$ cat config.mk
export PLATFORM = sky130hd
export DESIGN_NAME = desat_guard
export DESIGN_NICKNAME = d
export VERILOG_FILES = /design/src/rtl/dsg_pkg.sv /design/src/rtl/dsg_timer.sv /design/src/rtl/dsg_fsm.sv /design/src/rtl/dsg_outdec.sv /design/src/rtl/desat_guard.sv
export SDC_FILE = /design/constraint.sdc
export NUM_CORES = 1
export LEC_CHECK = 0
export BUFFER_PORTS_ARGS = -buffer_cell sky130_fd_sc_hd__buf_2
export CAP_MARGIN = 0
export CORE_MARGIN = 1.5
export CORE_UTILIZATION = 45
export CTS_CLUSTER_SIZE = 24
export DETAILED_ROUTE_END_ITERATION = 6
export GPL_TIMING_DRIVEN = 1
export HOLD_SLACK_MARGIN = 0.12
export PLACE_DENSITY_LB_ADDON = 0.2
export SYNTH_ARGS = -nofsm -noshare
export SYNTH_HDL_FRONTEND = slang
export SYNTH_SLANG_ARGS = --single-unit
$ cat constraint.sdc
create_clock -name clk -period 2.2 [get_ports clk]
set_input_delay 0.22 -clock clk [delete_from_list [all_inputs] [get_ports clk]]
set_output_delay 0.22 -clock clk [all_outputs]
set_load 0.005 [all_outputs]
$ cat src/rtl/dsg_pkg.sv
package dsg_pkg;

  typedef enum logic [2:0] {
    ST_OFF   = 3'd0,
    ST_BLANK = 3'd1,
    ST_SENSE = 3'd2,
    ST_SSD   = 3'd3,
    ST_MUTE  = 3'd4,
    ST_QUAL  = 3'd5
  } dsg_state_e;

  function automatic logic in_fault(input dsg_state_e s);
    return (s == ST_SSD) || (s == ST_MUTE) || (s == ST_QUAL);
  endfunction

endpackage

$ cat src/rtl/dsg_timer.sv
module dsg_timer #(
  parameter int LIMIT = 8
) (
  input  logic clk,
  input  logic rst_n,
  input  logic clr,
  input  logic en,
  output logic done
);

  localparam int CW = (LIMIT > 2) ? $clog2(LIMIT) : 1;
  localparam logic [CW-1:0] LAST = CW'(LIMIT - 1);

  logic [CW-1:0] cnt_q;
  logic [CW-1:0] cnt_d;

  assign done = (cnt_q == LAST);

  always_comb begin
    cnt_d = cnt_q;
    if (clr) begin
      cnt_d = '0;
    end else if (en && !done) begin
      cnt_d = cnt_q + 1'b1;
    end
  end

  always_ff @(posedge clk or negedge rst_n) begin
    if (!rst_n) begin
      cnt_q <= '0;
    end else begin
      cnt_q <= cnt_d;
    end
  end

endmodule

$ cat src/rtl/dsg_fsm.sv
module dsg_fsm
  import dsg_pkg::*;
(
  input  logic       clk,
  input  logic       rst_n,
  input  logic       pwm_in,
  input  logic       supply_ok,
  input  logic       desat_hi,
  input  logic       gate_low,
  input  logic       blank_done,
  input  logic       mute_done,
  input  logic       qual_done,
  output dsg_state_e state_q
);

  dsg_state_e state_d;

  always_comb begin
    state_d = state_q;
    unique case (state_q)
      ST_OFF: begin
        if (pwm_in && supply_ok) state_d = ST_BLANK;
      end
      ST_BLANK: begin
        if (!pwm_in || !supply_ok) state_d = ST_OFF;
        else if (blank_done)       state_d = ST_SENSE;
      end
      ST_SENSE: begin
        if (!supply_ok)    state_d = ST_OFF;
        else if (desat_hi) state_d = ST_SSD;
        else if (!pwm_in)  state_d = ST_OFF;
      end
      ST_SSD: begin
        if (gate_low) state_d = ST_MUTE;
      end
      ST_MUTE: begin
        if (mute_done) state_d = ST_QUAL;
      end
      ST_QUAL: begin
        if (qual_done && !pwm_in) state_d = ST_OFF;
      end
      default: state_d = ST_OFF;
    endcase
  end

  always_ff @(posedge clk or negedge rst_n) begin
    if (!rst_n) begin
      state_q <= ST_OFF;
    end else begin
      state_q <= state_d;
    end
  end

endmodule

$ cat src/rtl/dsg_outdec.sv
module dsg_outdec
  import dsg_pkg::*;
(
  input  dsg_state_e state,
  input  logic       gate_low,
  output logic       gate_on,
  output logic       ssd_en,
  output logic       clamp_en,
  output logic       drv_hiz,
  output logic       fault_n
);

  always_comb begin
    gate_on  = 1'b0;
    ssd_en   = 1'b0;
    clamp_en = 1'b0;
    drv_hiz  = 1'b0;
    fault_n  = 1'b1;
    unique case (state)
      ST_OFF:   clamp_en = gate_low;
      ST_BLANK: gate_on  = 1'b1;
      ST_SENSE: gate_on  = 1'b1;
      ST_SSD: begin
        ssd_en  = 1'b1;
        drv_hiz = 1'b1;
        fault_n = 1'b0;
      end
      ST_MUTE, ST_QUAL: begin
        clamp_en = 1'b1;
        drv_hiz  = 1'b1;
        fault_n  = 1'b0;
      end
      default: begin
        drv_hiz = 1'b1;
        fault_n = 1'b0;
      end
    endcase
  end

endmodule

$ cat src/rtl/desat_guard.sv
module desat_guard
  import dsg_pkg::*;
#(
  parameter int BLANK_CYC = 8,
  parameter int MUTE_CYC  = 40,
  parameter int RST_CYC   = 24
) (
  input  logic clk,
  input  logic rst_n,
  input  logic pwm_in,
  input  logic supply_ok,
  input  logic desat_hi,
  input  logic gate_low,
  output logic gate_on,
  output logic ssd_en,
  output logic clamp_en,
  output logic drv_hiz,
  output logic fault_n
);

  dsg_state_e state;
  logic       blank_done;
  logic       mute_done;
  logic       qual_done;
  logic       in_blank;
  logic       in_mute;
  logic       in_qual;

  assign in_blank = (state == ST_BLANK);
  assign in_mute  = (state == ST_SSD) || (state == ST_MUTE);
  assign in_qual  = (state == ST_QUAL);

  dsg_timer #(.LIMIT(BLANK_CYC)) u_blank (
    .clk   (clk),
    .rst_n (rst_n),
    .clr   (!in_blank),
    .en    (in_blank),
    .done  (blank_done)
  );

  dsg_timer #(.LIMIT(MUTE_CYC)) u_mute (
    .clk   (clk),
    .rst_n (rst_n),
    .clr   (!in_mute),
    .en    (in_mute),
    .done  (mute_done)
  );

  dsg_timer #(.LIMIT(RST_CYC)) u_qual (
    .clk   (clk),
    .rst_n (rst_n),
    .clr   (!in_qual || pwm_in),
    .en    (in_qual),
    .done  (qual_done)
  );

  dsg_fsm u_fsm (
    .clk        (clk),
    .rst_n      (rst_n),
    .pwm_in     (pwm_in),
    .supply_ok  (supply_ok),
    .desat_hi   (desat_hi),
    .gate_low   (gate_low),
    .blank_done (blank_done),
    .mute_done  (mute_done),
    .qual_done  (qual_done),
    .state_q    (state)
  );

  dsg_outdec u_dec (
    .state    (state),
    .gate_low (gate_low),
    .gate_on  (gate_on),
    .ssd_en   (ssd_en),
    .clamp_en (clamp_en),
    .drv_hiz  (drv_hiz),
    .fault_n  (fault_n)
  );

  p_gate_clamp_excl_r11: assert property (@(posedge clk) disable iff (!rst_n)
    !(gate_on && clamp_en));

  p_ssd_clamp_excl_r6: assert property (@(posedge clk) disable iff (!rst_n)
    !(ssd_en && clamp_en));

  p_ssd_handover_r6: assert property (@(posedge clk) disable iff (!rst_n)
    (ssd_en && gate_low) |=> (!ssd_en && clamp_en));

  p_ssd_hiz_r5: assert property (@(posedge clk) disable iff (!rst_n)
    ssd_en |-> (drv_hiz && !fault_n));

  p_fault_cause_r5: assert property (@(posedge clk) disable iff (!rst_n)
    $fell(fault_n) |-> ($past(desat_hi) && $past(gate_on)));

  p_muted_gate_r7: assert property (@(posedge clk) disable iff (!rst_n)
    !fault_n |-> !gate_on);

  p_clear_low_r8: assert property (@(posedge clk) disable iff (!rst_n)
    $rose(fault_n) |-> !$past(pwm_in));

  p_supply_off_r3: assert property (@(posedge clk) disable iff (!rst_n)
    !supply_ok |=> !gate_on);

endmodule

==> impl_metrics.tcl, run 1 <==
set metrics [dict create \
    synthXorXnorAreaFrac_pct 6.91 \
    p_comb_share_pct 42.6 \
    fin_crit_sh_pct 85.5 \
    setup_violations 0 \
    slew_headroom_pct 68.9 \
    n_fill_cell 184 \
    yosysWarnings 0 \
    cts_buffer_depth 2 \
    synth_compound_area_share_pct 14.1 \
    cts.sinks 17 \
    fmax_mhz 532 \
    cts_root_buf "clkbuf_4" \
    antenna_found_initial 0 \
    leakagePower_nw 0.519 \
    numCtsBuffers 3 \
    p_int_w 0.000650 \
    nets 121 \
    dp_hpwl_mm 1.31 \
    synthesis.nets 106 \
    antenna_left 0 \
    drive_gt1_share_pct 23.6 \
    yosysSeqAreaShare_pct 42.0 \
    grt_pass1_wl_mm 3.10 \
    route.detailed.drc 0 \
    cts_setup_buffers 0 \
    p_seq_share_pct 41.2 \
    p_sw_w 0.000373 \
    synth-main-ff-cell "dfrtp_1" \
    gr-total-overflow 0 \
    ys_ff_latch 17 \
    final_core_util_pct 55.0 \
    firstDrtPassIters 4 \
    worst_slew_pin_slew_ps 467 \
    clockPowerShare_pct 16.1 \
    dieArea_um2 2550 \
    core.rowCount 16 \
    synth_top_family_by_area "simple AND/OR/NAND/NOR gates" \
    fp.dieW_um 50.5 \
    synth_largest_area_cell "dfrtp_1" \
    core-area_um2 2040 \
    cp.arrival_ps 2060 \
    synth_simple_gate_area_share_pct 22.6 \
    clk_pin_slew_ps 100 \
    syn_area_um2 1010 \
    fin_crit_ps 1880 \
    fin_skew_ps 4.74 \
    htree_levels 1 \
    ys_top_cells_by_area "dfrtp_1 42%, nor2_1 5.6%, xor2_1 5.2%" \
    crit_type "flop to flop" \
    hold_viol_final 0 \
    portBuffers 10 \
    viasPerCell 5.35 \
    insertion_delay_ps 290 \
    die_h_um 50.5 \
    synth_mux_area_share_pct 5.43 \
    hold_path_class "input pin to flop" \
    power_density_nw_per_um2 911 \
    diodes 0 \
    netlist.area_leader.share_pct 42.0 \
    crit_path_max_fanout 4 \
    initial_utilization_pct 49.6 \
    grtUsageTotal_pct 16.1 \
    synth.avg_cell_area_um2 10.6 \
    synth_cells 96 \
    cts_tree "built" \
    status "finished, final reports clean" \
    synthAdderAreaFrac_pct 4.94 \
    crit_path_end_kind "flop" \
    vdd_drop_max_mv 0.798 \
    area_growth_pct 10.9 \
    report.final.slew_viol_count 0 \
    wl_per_cell_um 12.6 \
    grt_pass1_vias 692 \
    start_kind "flop" \
    synthArstFlopShare_pct 100 \
    synth_cell_types 34 \
    vias 733 \
    wirelength_mm 1.73 \
    synth_edf_count 0 \
    grt_setup_unrepaired "no" \
    fin_setup_tns_ps 0 \
    initialDrtViolationCount 9 \
    grt_max_degree 18 \
    netSwitchingFraction_pct 36.5 \
    pin_count 11 \
    place_congestion 0.781 \
    max-cap-violations 0 \
    required_ps 2380 \
]
==> path summary, 6_finish.rpt <==
kind / startpoint / endpoint / slack (ps) / depth (start not counted)
max: u_blank.cnt_q[0]$_DFFE_PN0P_ / u_fsm.state_q[0]$_DFFE_PN0P_ / 320 / 5
min: gate_low / u_fsm.state_q[2]$_DFFE_PN0P_ / 200 / 2
max reg2reg: u_blank.cnt_q[0]$_DFFE_PN0P_ / u_fsm.state_q[0]$_DFFE_PN0P_ / 320 / 5
min reg2reg: u_mute.cnt_q[1]$_DFFE_PN0P_ / u_mute.cnt_q[1]$_DFFE_PN0P_ / 570 / 2
max in group asynchronous: rst_n / u_mute.cnt_q[1]$_DFFE_PN0P_ / 1550 / 2
min in group asynchronous: rst_n / u_blank.cnt_q[0]$_DFFE_PN0P_ / 380 / 2
==> cells by family (layout without fill, tap and decap cells) <==
family / Yosys count / count (layout)
xor+xnor: 8 / 8
mux: 5 / 5
fa+ha+maj: 4 / 4
flops: 17 / 17
simple gates: 40 / 40
compound gates: 15 / 15
buf+inv: 7 / 21
==> sequential cells by signal (all words and copies together) (netlist names) <==
name           count
u_mute.cnt_q       6
u_qual.cnt_q       5
u_blank.cnt_q      3
u_fsm.state_q      3
==> synthesized netlist by cell type (2+ instances only) <==
| cell | instances |
|---|---|
| inv_2 | 2 |
| dfrtp_1 | 17 |
| a21oi_1 | 6 |
| xor2_1 | 6 |
| buf_6 | 2 |
| nand3_1 | 6 |
| nor2_1 | 15 |
| inv_1 | 2 |
| nand2b_1 | 2 |
| ha_1 | 4 |
| mux2i_1 | 4 |
| nand2_1 | 3 |
| nor3_1 | 5 |
| xnor2_1 | 2 |
==> power by group through the flow <==
stage	registers (W)	logic, W	clock network, W
after floorplan	0.000394	0.000377	0
after global placement	0.000426	0.000436	0
final	0.000422	0.000436	0.000165
after CTS	0.000423	0.000443	0.000176
after global routing	0.000429	0.000491	0.000185
after detailed placement	0.000429	0.000439	0
==> layer usage <==
layer,up-vias,part of all wire [%],wire [µm],track usage [%]
met5,-,0,0,0
met4,0,0.69,12,5.41
met3,2,3.8,66,3.57
met2,12,46,803,24.8
met1,353,49,847,22.4
li1,366,-,-,-
==> layout make-up <==
class	instances	area, µm²	area share [%]
Clock buffer	3	22.5	2.00
Clock inverter	1	5.00	0.445
Inverter	4	15.0	1.34
Multi-Input combinational cell	72	547	48.7
Sequential cell	17	425	37.9
Tap cell	27	33.8	3.01
Timing Repair Buffer	13	75.1	6.68
==> repair_timing <==
| action | in CTS | in global routing |
|---|---|---|
| hold buffers | 1 | 0 |
| endpoints found under the hold margin | 17 | 0 |
| resized for setup | 0 | 0 |
==> critical path, stage by stage, from the launching register on <==
cell	delay, ps
dfrtp_1	410
ha_1	200
ha_1	260
o41a_4	510
o311ai_4	80
mux2_4	320
==> through the flow <==
stage / worst slack (ps) / std cells / hold WS (ps) / area (µm²) / total power [W]
global route: 257 / 137 / 195 / 1120 / 0.00111
CTS: 311 / 137 / 190 / 1120 / 0.00104
detailed placement: 325 / 132 / 166 / 1090 / 0.000869
global placement: 360 / 132 / 160 / 1090 / 0.000862
floorplan: 392 / 96 / -75.6 / 1010 / 0.000771
finish: 320 / 137 / 198 / 1120 / 0.00102
==> layout by cell type, fill, tap and decap left out <==
cell,instances
nand2b_2,1
o211ai_1,1
xnor2_1,2
a22o_4,1
inv_2,2
clkbuf_4,3
o41a_4,1
nand2_1,3
nand2b_1,2
inv_1,2
nor2b_1,1
o311ai_4,1
o41a_1,1
mux2i_1,4
o31ai_1,1
o21ai_0,1
nor4b_4,1
nor3_1,5
xor2_1,6
nand2_2,1
nand3_1,6
a22o_1,1
dlygate4sd3_1,1
mux2_4,1
a22oi_1,1
ha_1,4
buf_4,2
nor3b_1,1
nand4b_1,1
clkinv_2,1
nor2_1,15
nand4bb_1,1
dfrtp_1,17
buf_2,10
a21oi_1,6
nand2b_4,1
nand3b_1,1
Power figures use the tool's default switching activity.
==> inputs of run 2 (changes only) <==
- ABC_AREA: not set -> 1
- REMOVE_ABC_BUFFERS: not set -> 1
==> run 2 against run 1 <==
Routed wire length rose by 16%. Core utilization is 2.4 points lower. Final area rose by 2.6%. Via count grew 23%. Synthesized cell count rose by 42%. Final cell count is 30% higher. Critical endpoint is now fault_n. Global-route usage up 1.9 points. Die area rose by 2.7%.
==> impl_metrics.tcl, run 2 <==
set metrics [dict create \
    viasPerCell 5.08 \
    nets 161 \
    vias 905 \
    largest_register_ff_count 6 \
    slowest_stage "dfrtp_1" \
    slew_headroom_pct 73.0 \
    crit_start "u_fsm.state_q[1]$_DFFE_PN0P_" \
    wirelength_mm 2.00 \
    wl_per_cell_um 11.2 \
    grt_setup_unrepaired "no" \
    initial_utilization_pct 47.6 \
    cts_buffer_depth 2 \
    hold_viol_final 0 \
    dp_hpwl_mm 1.53 \
    hold_path_class "input pin to flop" \
    required_ps 1980 \
    fp.dieW_um 51.1 \
    start_kind "flop" \
    cpMostUsedCell "inv_1" \
    synth_edf_count 0 \
    crit_path_end_kind "output pin" \
    critical_path.top_delay_family "flip-flops" \
    drive_gt1_share_pct 18.0 \
    largest_register "u_mute.cnt_q" \
    final_common_cell "nand2_1" \
    grt_pass1_wl_mm 3.54 \
    cts.sinks 17 \
    crit_buf_inv 3 \
    endpoint "fault_n" \
    r2r_end "u_fsm.state_q[1]$_DFFE_PN0P_" \
    synth-main-ff-cell "dfrtp_1" \
    min-delay-start "pwm_in" \
    fmax_mhz 603 \
    synth_simple_gate_area_share_pct 37.1 \
    yosysWarnings 0 \
    diodes 0 \
    fin_crit_ps 1660 \
    crit_type "flop to output pin" \
    reg2reg_from "u_blank.cnt_q[0]$_DFFE_PN0P_" \
    synth_cells 136 \
    yosysSeqAreaShare_pct 40.8 \
    yosys-top-cells-count "35 x nand2_1, 17 x dfrtp_1, 17 x nor2_1" \
    power_density_nw_per_um2 883 \
    core-area_um2 2190 \
    crit_path_max_fanout 8 \
    gr-total-overflow 0 \
    setup_violations 0 \
    cts_tree "built" \
    max-cap-violations 0 \
    area_growth_pct 10.6 \
    synth_largest_area_cell "dfrtp_1" \
    ys_top_cells_by_area "dfrtp_1 41%, nand2_1 13%, nand3_1 6.7%" \
    final_cell_mix "35 x nand2_1, 17 x nor2_1, 17 x dfrtp_1, 14 x nand3_1, 12 x inv_1" \
    n_fill_cell 208 \
    syn_area_um2 1040 \
    firstDrtPassIters 4 \
    fin_crit_sh_pct 75.3 \
    grt_pass1_vias 834 \
    initialDrtViolationCount 24 \
    worst_slew_pin_slew_ps 405 \
    synth_top_family_by_area "simple AND/OR/NAND/NOR gates" \
    grtUsageTotal_pct 18.0 \
    design_area_um2 1150 \
    place_area_um2 1120 \
    cp.arrival_ps 1440 \
    place_congestion 0.819 \
    cts_root_buf "clkbuf_4" \
    status "finished, final reports clean" \
    vdd_drop_max_mv 0.452 \
    synthMostInstantiatedCell "nand2_1" \
    route.detailed.drc 0 \
    report.final.slew_viol_count 0 \
    antenna_left 0 \
    synth_mux_area_share_pct 0 \
    grt_max_degree 18 \
    portBuffers 10 \
    antenna_found_initial 0 \
    synth_compound_area_share_pct 8.16 \
    numCtsBuffers 3 \
    htree_levels 1 \
    synthAdderAreaFrac_pct 4.80 \
    core.rowCount 17 \
    fin_skew_ps 4.09 \
    r2r_cells 8 \
    pin_count 11 \
    crit_cells 4 \
    critical_path.cell_chain "inv_1 -> o21ai_0 -> inv_1 -> buf_2" \
    dieArea_um2 2610 \
    synth.avg_cell_area_um2 7.66 \
    cts_setup_buffers 0 \
    ys_ff_latch 17 \
    synthXorXnorAreaFrac_pct 1.68 \
    synthArstFlopShare_pct 100 \
    ff2ff_setup_slack_ps 660 \
    top_regs "u_mute.cnt_q (6), u_qual.cnt_q (5)" \
    die_h_um 51.1 \
    netlist.area_leader.share_pct 40.8 \
    synth_cell_types 24 \
    insertion_delay_ps 290 \
    clk_pin_slew_ps 100 \
    leakagePower_nw 0.580 \
    crit_path_max_incr_delay_ps 570 \
    fin_setup_tns_ps 0 \
]
## run 2: changes by cell type in the layout (fill, tap and decap cells not counted), sizes merged, moves of 4 or more
cell	change
inv	+12
mux2i	-4
nand2	+33
nand2b	-4
nand3	+9
nand4	+5
nor2	+7
nor3	-4
o21ai	+7
xor2	-4
## run 2: metal layers
metal / part of all wire (%) / routed length (µm) / global-route usage [%]
met5: 0 / 0 / 0
met4: 0.65 / 13 / 7.21
met3: 3.2 / 64 / 3.51
met2: 43 / 866 / 27.1
met1: 53 / 1060 / 25.5
## run 2: kinds of logic after synthesis
| group | count (synthesis) |
|---|---|
| xor+xnor | 2 |
| buf+inv | 18 |
| flops | 17 |
| simple gates | 81 |
| compound gates | 14 |
| fa+ha+maj | 4 |
## run 2: power by group
group,total [W],switching (W),internal [W],leakage [nW]
sequential,0.000435,0.0000748,0.000360,0.233
combinational,0.000414,0.000259,0.000155,0.332
clock,0.000169,0.0000986,0.0000705,0.0150
total,0.00102,0.000432,0.000585,0.580
## run 2: layout make-up
cell class | instances | area, µm² | area share [%]
multi-input combinational | 101 | 539 | 46.8
sequential | 17 | 425 | 36.9
inverter | 17 | 66.3 | 5.75
timing repair buffer | 11 | 60.1 | 5.21
tap | 28 | 35.0 | 3.04
clock buffer | 4 | 26.3 | 2.28
## run 2: through the flow
stage               setup WS [ps]  power, W  hold WS, ps  util [%]  std cells
floorplan                     794  0.000728        -75.6         -        135
global placement              750  0.000838          163      50.9        173
detailed placement            667  0.000854          175      50.9        173
CTS                           522   0.00102          225      52.6        178
global route                  425   0.00111          247      52.6        178
finish                        542   0.00102          230      52.6        178
## run 2: worst min-delay path by stage
stage / to / depth (start not counted)
after floorplan: u_blank.cnt_q[0]$_DFFE_PN0P_ / 0
after global placement: u_blank.cnt_q[2]$_DFFE_PN0P_ / 1
after detailed placement: u_qual.cnt_q[0]$_DFFE_PN0P_ / 1
after CTS: u_qual.cnt_q[4]$_DFFE_PN0P_ / 4
after global routing: u_qual.cnt_q[4]$_DFFE_PN0P_ / 4
final: u_qual.cnt_q[4]$_DFFE_PN0P_ / 4
## run 2: timing repair
item | 4_1_cts | 5_1_grt
hold endpoints to repair | 17 | 0
hold buffers | 1 | 0
gates resized for setup | 0 | 0
## run 2: worst register-to-register path, delay by kind of cell, from the launching register on
kind          cells  cell delay (ps)
simple gates      5              480
buf+inv           1              130
fa+ha+maj         2              420
flops             1              410
